==> src/rtl/ppi_pkg.sv <==
// Shared types for the parallel port: group styles and the decoded
// configuration word. Assumes an 8-bit command register layout.
package ppi_pkg;

    localparam int PORT_W = 8;

    typedef enum logic [1:0] {
        GRP_SIMPLE  = 2'd0,
        GRP_STROBED = 2'd1,
        GRP_BIDIR   = 2'd2
    } grp_mode_e;

    typedef struct packed {
        grp_mode_e a_mode;
        logic      a_in;
        logic      cu_in;
        logic      b_strobed;
        logic      b_in;
        logic      cl_in;
    } cfg_t;

    // Turn the stored low seven command bits into named fields.
    function automatic cfg_t decode_cw(input logic [6:0] cw);
        cfg_t c;
        if (cw[6])      c.a_mode = GRP_BIDIR;
        else if (cw[5]) c.a_mode = GRP_STROBED;
        else            c.a_mode = GRP_SIMPLE;
        c.a_in      = cw[4];
        c.cu_in     = cw[3];
        c.b_strobed = cw[2];
        c.b_in      = cw[1];
        c.cl_in     = cw[0];
        return c;
    endfunction

endpackage

==> src/rtl/ppi_strobe_in.sv <==
// Strobed input channel: watches an active-low strobe and captures the
// port data on its falling edge. It raises buffer-full on that edge and
// raises an interrupt request on the rising edge when enabled.
// Assumes the strobe is already synchronous to clk.
module ppi_strobe_in #(
    parameter int W = 8
) (
    input  logic         clk,
    input  logic         rst_n,
    input  logic         en,
    input  logic         clr,
    input  logic         stb_n,
    input  logic         inte,
    input  logic         rd_evt,
    input  logic [W-1:0] din,
    output logic         ibf,
    output logic         intr,
    output logic [W-1:0] dout
);

    logic stb_q;
    logic fall;
    logic rise;

    assign fall = stb_q && !stb_n;
    assign rise = !stb_q && stb_n;

    // Track the strobe and update the captured byte and flags.
    always_ff @(posedge clk) begin
        if (!rst_n || !en || clr) begin
            stb_q <= 1'b1;
            ibf   <= 1'b0;
            intr  <= 1'b0;
            dout  <= '0;
        end else begin
            stb_q <= stb_n;
            if (fall) begin
                dout <= din;
                ibf  <= 1'b1;
            end
            if (rise && inte) intr <= 1'b1;
            if (rd_evt) begin
                ibf  <= 1'b0;
                intr <= 1'b0;
            end
        end
    end

    AST_IBF_ON_FALL: assert property (@(posedge clk) disable iff (!rst_n)
        (en && !clr && fall && !rd_evt) |=> ibf);
    AST_READ_CLEARS: assert property (@(posedge clk) disable iff (!rst_n)
        (en && !clr && rd_evt) |=> (!ibf && !intr));
    AST_INTR_NEEDS_INTE: assert property (@(posedge clk) disable iff (!rst_n)
        $rose(intr) |-> $past(inte));

endmodule

==> src/rtl/ppi_strobe_out.sv <==
// Strobed output channel: a host write asserts the active-low
// buffer-full flag. The acknowledge falling edge releases it, and the
// rising edge raises an interrupt request when enabled.
// Assumes the acknowledge input is synchronous to clk.
module ppi_strobe_out (
    input  logic clk,
    input  logic rst_n,
    input  logic en,
    input  logic clr,
    input  logic ack_n,
    input  logic inte,
    input  logic wr_evt,
    output logic obf_n,
    output logic intr
);

    logic ack_q;
    logic fall;
    logic rise;

    assign fall = ack_q && !ack_n;
    assign rise = !ack_q && ack_n;

    // Track the acknowledge and update buffer-full and the request.
    always_ff @(posedge clk) begin
        if (!rst_n || !en || clr) begin
            ack_q <= 1'b1;
            obf_n <= 1'b1;
            intr  <= 1'b0;
        end else begin
            ack_q <= ack_n;
            if (fall) obf_n <= 1'b1;
            if (rise && inte) intr <= 1'b1;
            if (wr_evt) begin
                obf_n <= 1'b0;
                intr  <= 1'b0;
            end
        end
    end

    AST_OBF_ON_WRITE: assert property (@(posedge clk) disable iff (!rst_n)
        (en && !clr && wr_evt) |=> (!obf_n && !intr));
    AST_ACK_RELEASES: assert property (@(posedge clk) disable iff (!rst_n)
        (en && !clr && fall && !wr_evt) |=> obf_n);
    AST_OUT_INTR_NEEDS_INTE: assert property (@(posedge clk) disable iff (!rst_n)
        $rose(intr) |-> $past(inte));

endmodule

==> src/rtl/ppi_port.sv <==
// Three-port programmable parallel interface. Holds the command
// register and the port latches, and routes port C between general
// lines and the handshake lines of ports A and B.
// Assumes single-cycle host accesses and inputs synchronous to clk.
module ppi_port (
    input  logic       clk,
    input  logic       rst_n,
    input  logic       cs_n,
    input  logic       rd_n,
    input  logic       wr_n,
    input  logic [1:0] addr,
    input  logic [7:0] wdata,
    output logic [7:0] rdata,
    input  logic [7:0] pa_in,
    output logic [7:0] pa_out,
    output logic       pa_oe,
    input  logic [7:0] pb_in,
    output logic [7:0] pb_out,
    output logic       pb_oe,
    input  logic [7:0] pc_in,
    output logic [7:0] pc_out,
    output logic [7:0] pc_oe
);
    import ppi_pkg::*;

    localparam int W = PORT_W;
    localparam logic [1:0] SEL_A   = 2'd0;
    localparam logic [1:0] SEL_B   = 2'd1;
    localparam logic [1:0] SEL_C   = 2'd2;
    localparam logic [1:0] SEL_CTL = 2'd3;
    localparam logic [6:0] CW_RESET = 7'h1B;

    logic [6:0]   cw_q;
    cfg_t         cfg;
    logic [W-1:0] pa_lat, pb_lat, pc_lat;
    logic         wr_evt, rd_evt, mode_set, bsr;
    logic         a_bidir, a_sin, a_sout, b_sin, b_sout;
    logic         ibf_a, intr_ai, obf_a_n, intr_ao;
    logic         ibf_b, intr_bi, obf_b_n, intr_bo;
    logic [W-1:0] a_rx, b_rx;
    logic [7:0]   hs_used, hs_out, hs_val, dir_in, gen_out, gen_in, pc_rd;

    assign cfg      = decode_cw(cw_q);
    assign wr_evt   = !cs_n && !wr_n;
    assign rd_evt   = !cs_n && !rd_n;
    assign mode_set = wr_evt && (addr == SEL_CTL) && wdata[7];
    assign bsr      = wr_evt && (addr == SEL_CTL) && !wdata[7];
    assign a_bidir  = (cfg.a_mode == GRP_BIDIR);
    assign a_sin    = ((cfg.a_mode == GRP_STROBED) && cfg.a_in) || a_bidir;
    assign a_sout   = ((cfg.a_mode == GRP_STROBED) && !cfg.a_in) || a_bidir;
    assign b_sin    = cfg.b_strobed && cfg.b_in;
    assign b_sout   = cfg.b_strobed && !cfg.b_in;

    ppi_strobe_in #(.W(W)) u_a_in (
        .clk(clk), .rst_n(rst_n), .en(a_sin), .clr(mode_set),
        .stb_n(pc_in[4]), .inte(pc_lat[4]),
        .rd_evt(rd_evt && (addr == SEL_A)), .din(pa_in),
        .ibf(ibf_a), .intr(intr_ai), .dout(a_rx)
    );

    ppi_strobe_out u_a_out (
        .clk(clk), .rst_n(rst_n), .en(a_sout), .clr(mode_set),
        .ack_n(pc_in[6]), .inte(pc_lat[6]),
        .wr_evt(wr_evt && (addr == SEL_A)),
        .obf_n(obf_a_n), .intr(intr_ao)
    );

    ppi_strobe_in #(.W(W)) u_b_in (
        .clk(clk), .rst_n(rst_n), .en(b_sin), .clr(mode_set),
        .stb_n(pc_in[2]), .inte(pc_lat[2]),
        .rd_evt(rd_evt && (addr == SEL_B)), .din(pb_in),
        .ibf(ibf_b), .intr(intr_bi), .dout(b_rx)
    );

    ppi_strobe_out u_b_out (
        .clk(clk), .rst_n(rst_n), .en(b_sout), .clr(mode_set),
        .ack_n(pc_in[2]), .inte(pc_lat[2]),
        .wr_evt(wr_evt && (addr == SEL_B)),
        .obf_n(obf_b_n), .intr(intr_bo)
    );

    // Work out which port C lines belong to a handshake, and their values.
    always_comb begin
        hs_used = '0;
        hs_out  = '0;
        if (a_sin) begin
            hs_used[5:3] = 3'b111;
            hs_out[5]    = 1'b1;
            hs_out[3]    = 1'b1;
        end
        if (a_sout) begin
            hs_used[7:6] = 2'b11;
            hs_used[3]   = 1'b1;
            hs_out[7]    = 1'b1;
            hs_out[3]    = 1'b1;
        end
        if (cfg.b_strobed) begin
            hs_used[2:0] = 3'b111;
            hs_out[1:0]  = 2'b11;
        end
        hs_val    = '0;
        hs_val[7] = obf_a_n;
        hs_val[5] = ibf_a;
        hs_val[3] = intr_ai || intr_ao;
        hs_val[1] = b_sin ? ibf_b : obf_b_n;
        hs_val[0] = intr_bi || intr_bo;
    end

    assign dir_in  = {{4{cfg.cu_in}}, {4{cfg.cl_in}}};
    assign gen_out = ~hs_used & ~dir_in;
    assign gen_in  = ~hs_used & dir_in;
    assign pc_out  = (hs_out & hs_val) | (~hs_out & pc_lat);
    assign pc_oe   = hs_out | gen_out;
    assign pc_rd   = (hs_out & hs_val) | (gen_in & pc_in) | (~hs_out & ~gen_in & pc_lat);

    assign pa_out = pa_lat;
    assign pa_oe  = a_bidir ? !pc_in[6] : !cfg.a_in;
    assign pb_out = pb_lat;
    assign pb_oe  = !cfg.b_in;

    // Command register and output latches, updated by host writes.
    always_ff @(posedge clk) begin
        if (!rst_n) begin
            cw_q   <= CW_RESET;
            pa_lat <= '0;
            pb_lat <= '0;
            pc_lat <= '0;
        end else if (mode_set) begin
            cw_q   <= wdata[6:0];
            pa_lat <= '0;
            pb_lat <= '0;
            pc_lat <= '0;
        end else if (bsr) begin
            pc_lat[wdata[3:1]] <= wdata[0];
        end else if (wr_evt) begin
            case (addr)
                SEL_A:   pa_lat <= wdata;
                SEL_B:   pb_lat <= wdata;
                SEL_C:   pc_lat <= (pc_lat & ~gen_out) | (wdata & gen_out);
                default: ;
            endcase
        end
    end

    // Host read data selection.
    always_comb begin
        rdata = '0;
        if (rd_evt) begin
            case (addr)
                SEL_A: begin
                    if (a_sin)       rdata = a_rx;
                    else if (a_sout) rdata = pa_lat;
                    else             rdata = cfg.a_in ? pa_in : pa_lat;
                end
                SEL_B:   rdata = b_sin ? b_rx : (cfg.b_in ? pb_in : pb_lat);
                SEL_C:   rdata = pc_rd;
                default: rdata = '0;
            endcase
        end
    end

    AST_MODESET_CLEARS: assert property (@(posedge clk) disable iff (!rst_n)
        mode_set |=> (pa_out == '0 && pb_out == '0 && pc_lat == '0));
    AST_BSR_ONE_BIT: assert property (@(posedge clk) disable iff (!rst_n)
        bsr |=> ($countones(pc_lat ^ $past(pc_lat)) <= 1));
    AST_CWRITE_KEEPS_HS: assert property (@(posedge clk) disable iff (!rst_n)
        (wr_evt && addr == SEL_C) |=> ((pc_lat & $past(hs_used)) == ($past(pc_lat) & $past(hs_used))));

endmodule

==> config.mk <==
export PLATFORM = sky130hd
export DESIGN_NAME = ppi_port
export DESIGN_NICKNAME = d
export VERILOG_FILES = /design/src/rtl/ppi_pkg.sv /design/src/rtl/ppi_strobe_in.sv /design/src/rtl/ppi_strobe_out.sv /design/src/rtl/ppi_port.sv
export SDC_FILE = /design/constraint.sdc
export NUM_CORES = 1
export LEC_CHECK = 0
export BUFFER_PORTS_ARGS = -buffer_cell sky130_fd_sc_hd__buf_2
export CAP_MARGIN = 20
export CORE_MARGIN = 2
export CORE_UTILIZATION = 40
export CTS_CLUSTER_DIAMETER = 120
export CTS_CLUSTER_SIZE = 14
export DETAILED_ROUTE_END_ITERATION = 12
export PLACE_DENSITY_LB_ADDON = 0.25
export SLEW_MARGIN = 20
export SYNTH_ARGS = -nofsm -noshare
export SYNTH_HDL_FRONTEND = slang
export SYNTH_SLANG_ARGS = --single-unit
==> constraint.sdc <==
create_clock -name clk -period 2.55 [get_ports clk]
set_input_delay 0.51 -clock clk [delete_from_list [all_inputs] [get_ports clk]]
set_output_delay 0.51 -clock clk [all_outputs]
set_load 0.01 [all_outputs]
Word-level counts from Yosys, hierarchy flattened
Index checks and enable logic that the tools add are counted.
Word-level totals
  register bits: 59
  output and inout port bits: 42
Cells by class
  bitwise logic cells: 21
  muxes and demuxes: 29
  eq/ne operators: 5
  magnitude comparators: 2
  reduce and logical (&&, ||, !) cells: 69
Operator list (number)
  $and 8x8->8: 9
  $mux 8: 9
  $not 8->8: 5
  $or 8x8->8: 5
  $logic_and 1x1->1: 26
  $pmux 8 s3: 1
  $logic_not 1->1: 18
  $logic_or 1x1->1: 12
  $mux 1: 12
  $reduce_or 2->1: 5
  $bwmux 8: 1
  $reduce_bool 2->1: 4
  $eq 2x2->1 const B: 3
  $mux 2: 3
  $mux 3: 2
  $reduce_and 3->1: 2
  $eq 2x1->1 const B: 2
  $lt 3x4->1 const B: 1
  $demux 1 s3: 1
  $ge 3x1->1 const B: 1
  $logic_not 2->1: 1
  $not 1->1: 2
  $reduce_and 2->1: 1

Longest topological paths before layout
Gate-level depths: netlist of the first run.
  word-level depth: 15
  depth in mapped cells: 6
  depth with buffers taken out: 4

By module
From an unflattened synthesis of the first run, not the netlist that was laid out.
Second synthesis, totals
  cells, all modules: 411
  area total of the unflattened synthesis: 3261.9 um^2
Modules (own cells, without submodules)
  ppi_port: seq. area each 620.6 um^2, instances 1, area each 2240.9 um^2, cells each 295
  ppi_strobe_in: seq. area each 220.2 um^2, instances 2, area each 387.9 um^2, cells each 47
  ppi_strobe_out: seq. area each 60.1 um^2, instances 2, area each 122.6 um^2, cells each 11

Worst setup path before layout of the first run
No wires, ideal clock.
  kind: input -> output
  from: input port addr[0]
  to: output port rdata[6]
  data arrival time: 1.627 ns
  cell stages on the path: 6
  path slack: 0.413 ns
  cells stage by stage: buf_2 and2b_1 clkbuf_1 o311a_1 a41oi_1 a31oi_1
Between the ends
  cells in the longest elaborated chain, start to end: 3
  elaborated cells between the ends (all ways): 5
  those cells by class: eq/ne (2); mux (2); reduce/logical (1)
Ends and longest elaborated chain
  start, declared: RTL line ppi_port.sv:11  | input logic [1:0] addr,
  $eq 2x2->1 (tied with other cells): RTL line ppi_port.sv:149  | case (addr)
  $pmux 8 s3 (*): RTL line ppi_port.sv:149
  $mux 8 (*): RTL line ppi_port.sv:148  | if (rd_evt) begin
  end, declared: RTL line ppi_port.sv:13  | output logic [7:0] rdata,
Every way passes the cells marked *; elsewhere a longest branch is shown, timed or not.

Worst setup path in the final report of the first run
  from: register cw_q[6]
  to: output port rdata[6]
Between the ends
  cells in the longest elaborated chain, start to end: 13
  elaborated cells between the ends (all ways): 20
  those cells by class: eq/ne (2); mux (6); bitwise (8); reduce/logical (4)
Ends and longest elaborated chain
  start, declared: RTL line ppi_port.sv:33  | logic [6:0] cw_q;
  start signal, assigned: RTL line ppi_port.sv:129  | cw_q <= wdata[6:0];
  $mux 2 (*): RTL line ppi_pkg.sv:25  | if (cw[6]) c.a_mode = GRP_BIDIR;
  $eq 2x1->1: RTL line ppi_port.sv:49, ppi_port.sv:50
  $logic_and 1x1->1: RTL line ppi_port.sv:50  | assign a_sout = ((cfg.a_mode == GRP_STROBED) && !cfg.a_in) || a_bidir;
  $logic_or 1x1->1: RTL line ppi_port.sv:50
  $mux 2: RTL line ppi_port.sv:91  | if (a_sout) begin
  $not 8->8: RTL line ppi_port.sv:111  | assign gen_in = ~hs_used & dir_in;
  $and 8x8->8: RTL line ppi_port.sv:111
  $not 8->8: RTL line ppi_port.sv:114  | assign pc_rd = (hs_out & hs_val) | (gen_in & pc_in) | (~hs_out & ~gen_in & pc_lat);
  $and 8x8->8 (2 in series): RTL line ppi_port.sv:114
  $or 8x8->8: RTL line ppi_port.sv:114
  $pmux 8 s3 (*): RTL line ppi_port.sv:149
  $mux 8 (*): RTL line ppi_port.sv:148
Marks and branches as above.

==> results of run 1 <==
-- routing by layer --
metal | global-route usage, % | vias to the layer above
met3 | 3.99 | 9
met1 | 33.2 | 1574
met5 | 0 | -
li1 | - | 1591
met2 | 37.4 | 134
met4 | 7.72 | 0
-- worst max-delay path, stage by stage, from the launching register on --
cell and delay, ps:
dfxtp_1 380, buf_4 280, nor2_2 90, nand2_1 250
o221ai_1 170, a31oi_1 220, buf_2 160
-- cell families after synthesis --
family,count (synthesis),synth area share [%]
simple gates,169,25.8
flops,59,37.4
buf+inv,46,6.10
compound gates,100,21.7
mux,28,9.00
-- stage by stage --
step	total power, mW	setup WS, ps	util (%)
after global routing	2.17	17.2	50.5
after detailed placement	1.19	120	47.5
final	2.11	154	50.5
after CTS	2.11	87.9	50.3
after floorplan	1.09	413	-
after global placement	1.19	165	47.5
-- power groups by stage --
stage / Combinational [mW] / Clock [mW] / Sequential [mW]
floorplan: 0.128 / 0 / 0.958
global placement: 0.230 / 0 / 0.959
detailed placement: 0.232 / 0 / 0.960
CTS: 0.232 / 0.944 / 0.939
global route: 0.256 / 0.978 / 0.940
finish: 0.235 / 0.937 / 0.939
-- timing repair --
item	4_1_cts	5_1_grt
gates resized for setup	2	4
hold buffers	0	0
setup endpoints to repair	9	5
-- path summary, 6_finish.rpt --
check | start | end | slack [ps] | depth (start not counted)
worst max-delay path | cw_q[6] | rdata[6] | 150 | 6
worst min-delay path | pb_in[2] | u_b_in.dout[2] | 410 | 3
worst max register to register | cw_q[6] | flip-flop | 870 | 5
worst min register to register | u_a_in.dout[3] | u_a_in.dout[3] | 460 | 2
-- Yosys cell counts, types with 2 or more instances --
cell | count | area share [%]
nor2b_1 | 8 | 1.6
o21ai_0 | 7 | 1.1
a21oi_1 | 32 | 5.1
o221ai_1 | 7 | 1.9
nor4_1 | 6 | 1.2
nand3_1 | 10 | 1.6
a211oi_1 | 2 | 0.48
mux2_2 | 3 | 1.1
nand2b_1 | 4 | 0.79
nand4bb_1 | 2 | 0.71
nand4_1 | 4 | 0.79
or3_1 | 3 | 0.59
a311oi_1 | 2 | 0.55
buf_2 | 4 | 0.63
mux2i_1 | 25 | 7.9
nor2_1 | 28 | 3.3
clkbuf_1 | 25 | 3.0
nand3b_1 | 2 | 0.48
o21a_1 | 4 | 0.95
buf_1 | 2 | 0.24
nor4b_1 | 2 | 0.55
dfxtp_1 | 59 | 37
nor3_1 | 13 | 2.1
buf_4 | 4 | 0.95
a211o_1 | 4 | 1.1
o211ai_1 | 12 | 2.9
o31a_1 | 5 | 1.4
nand2_1 | 75 | 8.9
a31oi_1 | 11 | 2.2
inv_1 | 11 | 1.3
-- final cells by class --
| type | instances | area, um^2 | area share [%] |
|---|---|---|---|
| Sequential cell | 59 | 1180 | 30.4 |
| Timing Repair Buffer | 95 | 513 | 13.2 |
| Multi-Input combinational cell | 297 | 1810 | 46.6 |
| Clock buffer | 11 | 131 | 3.38 |
| Inverter | 11 | 41.3 | 1.06 |
| Tap cell | 102 | 128 | 3.29 |
| Clock inverter | 5 | 77.6 | 2.00 |
==> results.cfg, run 1 <==
[timing]
drv_slew = 0
fmax_mhz = 417
setup_viol = 0
rsz0062_at_grt = no
slew_headroom_pct = 54.8
setup_tns_ps = 0
period_needed_ps = 2400
worstMarginPinSlew_ps = 676
finalCritPeriodShare_pct = 94.0
finClkSkew_ps = 4.64
hold_slack_ps = 410
final-hold-violation-count = 0

[clock_tree]
cts_buffer_depth = 2
cts_setup_buffers = 0
clock_latency_ps = 340
path_clk_slew_ps = 70
htree_levels = 3
cts_root_buf = clkbuf_8
cts_sinks = 59
cts_tree = yes
cts_made_buffers = 9

[route]
drt_iter0_markers = 311
wl_met1_um = 4450
wl_met3_um = 710
ant_nets = 0
wl_met2_um = 4700
drc = 0
viasPerCell = 5.70
wl_um = 10000
maxUsedRoutingLayer = met4
drtPass1Iterations = 5
avgRoutedWirePerCell_um = 17.2
via_count = 3308

[synth]
synth_top_flop_cell = dfxtp_1
synthDistinctLibCells = 56
synth_edf_count = 0
synth.avg_cell_area_um2 = 7.85
ys_warn_count = 0
netlist_instances = 402
synth_nets = 441
synthesis.area_um2 = 3160
synthArstFlopShare_pct = 0
ys_seq_area_share_pct = 37.4
ys_ff_latch = 59

[global_routing]
grt_pass1_wl_um = 15900
track_usage_pct = 23.8
antenna_found_initial = 0
grt_remaining_overflow = 0
grt_max_degree = 23
grt_pass1_vias = 3104

[final_layout]
layout_commonest_cell = buf_2
final_cell_mix = buf_2, nand2_1, dfxtp_1, a21oi_1, nor2_1
final_area_um2 = 3880
layout.nets = 512
antenna_cells = 0
drive_gt1_share_pct = 25.1
fillers = 773
syn_to_final_growth_pct = 23.0
instances_no_fill = 580

[run_status]
outcome = finished, final reports clean

[pwr]
intPower_mw = 1.57
vdd_drop_max_v = 0.000235
power_switching_uw = 544
pwr_density_cell_nw_per_um2 = 544
p_leak_nw = 1.66
p_sw_share_pct = 25.8
p_comb_share_pct = 11.1
power.share.sequential_pct = 44.5
power_frac_clock_pct = 44.4

[floorplan]
core_um2 = 7690
pin_count = 81
die_area_um2 = 8620
die_h_um = 92.8
placementRows = 32
initial_core_util_pct = 41.1
die_w_um = 92.8

[worst_setup_path]
path_class = flip-flop to output port
critical_path_peak_fanout = 20
worstPathArrival_ps = 1890
critPathRequiredTime_ps = 2040
cp-end-kind = output port
worst_setup_path_start_kind = flip-flop

[placement]
placed_area_um2 = 3650
portBuffers = 80
dpl.hpwl_um = 7350
dp_cells = 564
place_congestion = 0.848

[flow_run]
drv_cap = 0

[min_path]
hold_class = primary input to flip-flop
Power figures use the tool's default switching activity.
==> inputs of run 2 (changes only) <==
- CORE_UTILIZATION: 40 -> 53
- PLACE_DENSITY_LB_ADDON: 0.25 -> 0.15
==> run 2 against run 1 <==
Net effect: core utilization is 15 points higher; sequential power hardly changed; critical path depth is 1 lower; global-route usage is 5.7 points higher; die area is 24% lower; flip-flop and latch count stayed put; critical endpoint unchanged.
==> results.cfg, run 2 (synthesis results as in run 1) <==
[global_routing]
grt_remaining_overflow = 0
gr-max-usage-layer = met2
track_usage_pct = 29.5
grt_pass1_vias = 2989
grt_pass1_wl_um = 14700
use_met1_pct = 41.9
grt_max_degree = 27
antenna_found_initial = 0
grt_use_met2_pct = 45.1
grt_use_met3_pct = 5.56

[timing]
slew_headroom_pct = 55.0
rsz0062_at_grt = no
finalCritPeriodShare_pct = 95.3
drv_slew = 0
fmax_mhz = 412
final-hold-violation-count = 0
finClkSkew_ps = 9.83
worstMarginPinSlew_ps = 673
setup_viol = 0
period_needed_ps = 2430
setup_tns_ps = 0

[floorplan]
placementRows = 28
die_area_um2 = 6590
die_w_um = 81.2
core_um2 = 5850
pin_count = 81
die_h_um = 81.2
initial_core_util_pct = 54.0

[worst_setup_path]
cp-end-kind = output port
r2r_start = cw_q[3]
r2r_cells = 5
worst_setup_path_start_kind = flip-flop
critical_path.endpoint = rdata[6]
r2r_setup_slack_ps = 860
critPathRequiredTime_ps = 2040
worstPathArrival_ps = 1920
path_class = flip-flop to output port
critical_path_peak_fanout = 8
startpoint = cw_q[5]

[pwr]
pwr_density_cell_nw_per_um2 = 519
p_leak_nw = 1.65
vdd_drop_max_v = 0.000437

[route]
drt_iter0_markers = 355
drc = 0
viasPerCell = 6.06
wl_um = 9520
ant_nets = 0
via_count = 3351
drtPass1Iterations = 5
avgRoutedWirePerCell_um = 17.2

[placement]
placed_area_um2 = 3640
dpl.hpwl_um = 6770
portBuffers = 80
place_congestion = 0.874
dp_cells = 538

[final_layout]
antenna_cells = 0
syn_to_final_growth_pct = 21.7
layout.nets = 513
final_cell_mix = buf_2, nand2_1, dfxtp_1, a21oi_1, nor2_1
instances_no_fill = 553
drive_gt1_share_pct = 25.3
layout_commonest_cell = buf_2
fillers = 525
final_area_um2 = 3840

[min_path]
hold_class = primary input to flip-flop
hold_path_depth = 3

[clock_tree]
cts_root_buf = clkbuf_8
path_clk_slew_ps = 70
cts_buffer_depth = 2
clock_latency_ps = 340
cts_sinks = 59
htree_levels = 3
ctsHoldBuffers = 0
cts_tree = yes
cts_made_buffers = 9

[flow_run]
drv_cap = 0

[run_status]
outcome = finished, final reports clean
run 2: cell count changes in the layout (fill, tap and decap cells not counted), sizes merged:
cell	change
bufinv	-1
clkinv	+2
clkbuf	-2
buf	+1
run 2: metrics by stage:
| step | hold WS [ps] | power [mW] | setup WS (ps) | utilization [%] |
|---|---|---|---|---|
| after global placement | 441 | 1.18 | 192 | 62.2 |
| after CTS | 405 | 1.99 | 86.5 | 65.4 |
| after floorplan | 436 | 1.09 | 413 | - |
| after global routing | 413 | 2.06 | 43.7 | 65.7 |
| final | 413 | 1.99 | 121 | 65.7 |
| after detailed placement | 447 | 1.19 | 128 | 62.2 |
run 2: what timing repair did:
| item | CTS | global route |
|---|---|---|
| setup buffers | 0 | 0 |
| endpoints found under the setup margin | 9 | 3 |
| resized for setup | 2 | 3 |
run 2: layout make-up:
class                           instances  area (um^2)  share of cell area (%)
Sequential cell                        59         1180                    30.7
Multi-Input combinational cell        297         1810                    47.1
Timing Repair Buffer                   96          533                    13.9
Tap cell                               75         93.8                    2.44
Clock buffer                            9          124                    3.22
Clock inverter                          6         57.6                    1.50
Inverter                               11         41.3                    1.07
run 2: how the worst min path moves through the flow:
stage                              start              to  slack, ps
after floorplan           u_b_in.dout[0]  u_b_in.dout[0]        440
after global placement    u_b_in.dout[6]  u_b_in.dout[6]        440
after detailed placement  u_b_in.dout[0]  u_b_in.dout[0]        450
after CTS                       pb_in[2]  u_b_in.dout[2]        400
after global routing            pa_in[4]  u_a_in.dout[4]        410
final                           pb_in[2]  u_b_in.dout[2]        410
run 2: report_power, final:
part / switching (mW) / leakage (nW) / total [mW] / internal [mW]
registers: 0.00969 / 0.476 / 0.939 / 0.930
clock network: 0.384 / 0.0946 / 0.822 / 0.438
logic: 0.142 / 1.08 / 0.232 / 0.0903
total: 0.536 / 1.65 / 1.99 / 1.46
run 2: critical path, stage by stage, from the launching register on:
cell and delay (ps):
dfxtp_1 520, nor2b_4 310, nor2_1 130, a41oi_1 330
a31oi_1 140, buf_2 160
run 2: metal layers:
| layer | vias to the layer above | share of wire [%] |
|---|---|---|
| li1 | 1597 | - |
| met5 | - | 0 |
| met2 | 165 | 45 |
| met4 | 0 | 2.2 |
| met1 | 1569 | 44 |
| met3 | 20 | 8.6 |
==> inputs of run 3 (changes only) <==
- CORE_UTILIZATION: 53 -> 55
- clock period: 2.55 -> 3.09 ns (I/O delays scaled with it)
==> run 3 against run 2 <==
Net effect: cell count decreased by 2.0%; clock power increased by 5.7%; die area decreased by 3.5%; clock-buffer cell count increased by 3; non-clock buffer count decreased by 9; sequential share of layout area increased by 0.35 points; highest routed layer unchanged; total power decreased by 8.3%; flip-flop and latch count unchanged; largest cell class unchanged; combinational power decreased by 21%; routed wire length decreased by 0.32%.
==> results.cfg, run 3 (synthesis results as in run 1) <==
[timing]
setup_slack_ps = 143
setup_tns_ps = 0
finalCritPeriodShare_pct = 95.4
drv_slew = 0
worstMarginPinSlew_ps = 1060
hold_slack_ps = 456
final-hold-violation-count = 0
finClkSkew_ps = 7.80
setup_viol = 0
rsz0062_at_grt = no
slew_headroom_pct = 29.0
period_needed_ps = 2950
fmax_mhz = 339

[global_routing]
grt_pass1_wl_um = 14800
grt_pass1_vias = 2930
antenna_found_initial = 0
track_usage_pct = 30.4
grt_max_degree = 23
grt_remaining_overflow = 0

[worst_setup_path]
path_class = flip-flop to output port
cp-end-kind = output port
critical_path_peak_fanout = 15
crit_slowest_cell = a21oi_1
critPathRequiredTime_ps = 2470
worst_setup_path_start_kind = flip-flop
worstPathArrival_ps = 2330
cp_slowest_stage_delay_ps = 850
path_cells = a21oi_1 > o221ai_1 > a31oi_1 > buf_2

[floorplan]
initial_core_util_pct = 57.0
die_h_um = 79.8
placementRows = 27
die_area_um2 = 6360
core_um2 = 5540
die_w_um = 79.8
pin_count = 81

[route]
via_count = 3292
drtPass1Iterations = 5
wl_um = 9490
ant_nets = 0
drc = 0
drt_iter0_markers = 306
avgRoutedWirePerCell_um = 17.5
viasPerCell = 6.07

[final_layout]
final_cell_mix = buf_2, nand2_1, dfxtp_1, a21oi_1, nor2_1
instances_no_fill = 542
antenna_cells = 0
layout.nets = 504
syn_to_final_growth_pct = 20.3
drive_gt1_share_pct = 23.0
layout_commonest_cell = buf_2

[clock_tree]
htree_levels = 3
cts_setup_buffers = 0
cts_sinks = 59
ctsHoldBuffers = 0
post_cts_resize_count = 0
clock_latency_ps = 340
cts_buffer_depth = 2
cts_tree = yes
cts_made_buffers = 9
path_clk_slew_ps = 60
cts_root_buf = clkbuf_8

[pwr]
vdd_drop_max_v = 0.000284
p_leak_nw = 1.63
pwr_density_cell_nw_per_um2 = 482
p_total_mw = 1.83

[placement]
portBuffers = 80
dp_cells = 526
pre_cts_ws_ps = 450
dpl.hpwl_um = 6680
place_congestion = 0.898

[min_path]
hold_class = flip-flop to flip-flop

[run_status]
outcome = finished, final reports clean

[flow_run]
drv_cap = 0
[run 3: layer usage]
layer | up-vias | routed length (um) | GRT usage (%)
met5 | - | 0 | 0
li1 | 1580 | - | -
met1 | 1498 | 4130 | 41.9
met2 | 188 | 4230 | 46.4
met4 | 0 | 236 | 11.5
met3 | 26 | 890 | 7.01
[run 3: through the flow]
step / util, % / instance area [um^2]
floorplan: - / 3160
global placement: 64.2 / 3550
detailed placement: 64.2 / 3550
CTS: 68.5 / 3800
global route: 68.5 / 3800
finish: 68.5 / 3800
[run 3: power by group]
part	internal, mW	total (mW)	switching (mW)
clock	0.559	0.869	0.310
sequential	0.767	0.776	0.00820
combinational	0.0685	0.184	0.116
total	1.39	1.83	0.434
[run 3: critical path: cells and delay by family, from the launching register on]
| family | cells | cell delay, ps |
|---|---|---|
| AOI/OAI and AO/OA | 3 | 1410 |
| DFF | 1 | 410 |
| buffers and inverters | 1 | 170 |
[run 3: path summary, 6_finish.rpt]
| check | startpoint | end | slack, ps | cells after the start |
|---|---|---|---|---|
| worst max-delay path | cw_q[5] | rdata[2] | 140 | 4 |
| worst min-delay path | u_b_in.dout[0] | u_b_in.dout[0] | 460 | 2 |
| worst max register to register | cw_q[5] | u_a_in.dout[3] | 1120 | 3 |
| worst min register to register | u_b_in.dout[0] | u_b_in.dout[0] | 460 | 2 |
[run 3: cell type report]
class,instances,area [um^2]
Fill cell,502,1740
Tap cell,72,90.1
Clock buffer,12,145
Inverter,11,41.3
Multi-Input combinational cell,297,1790
Sequential cell,59,1180
Clock inverter,4,97.6
Timing Repair Buffer,87,453
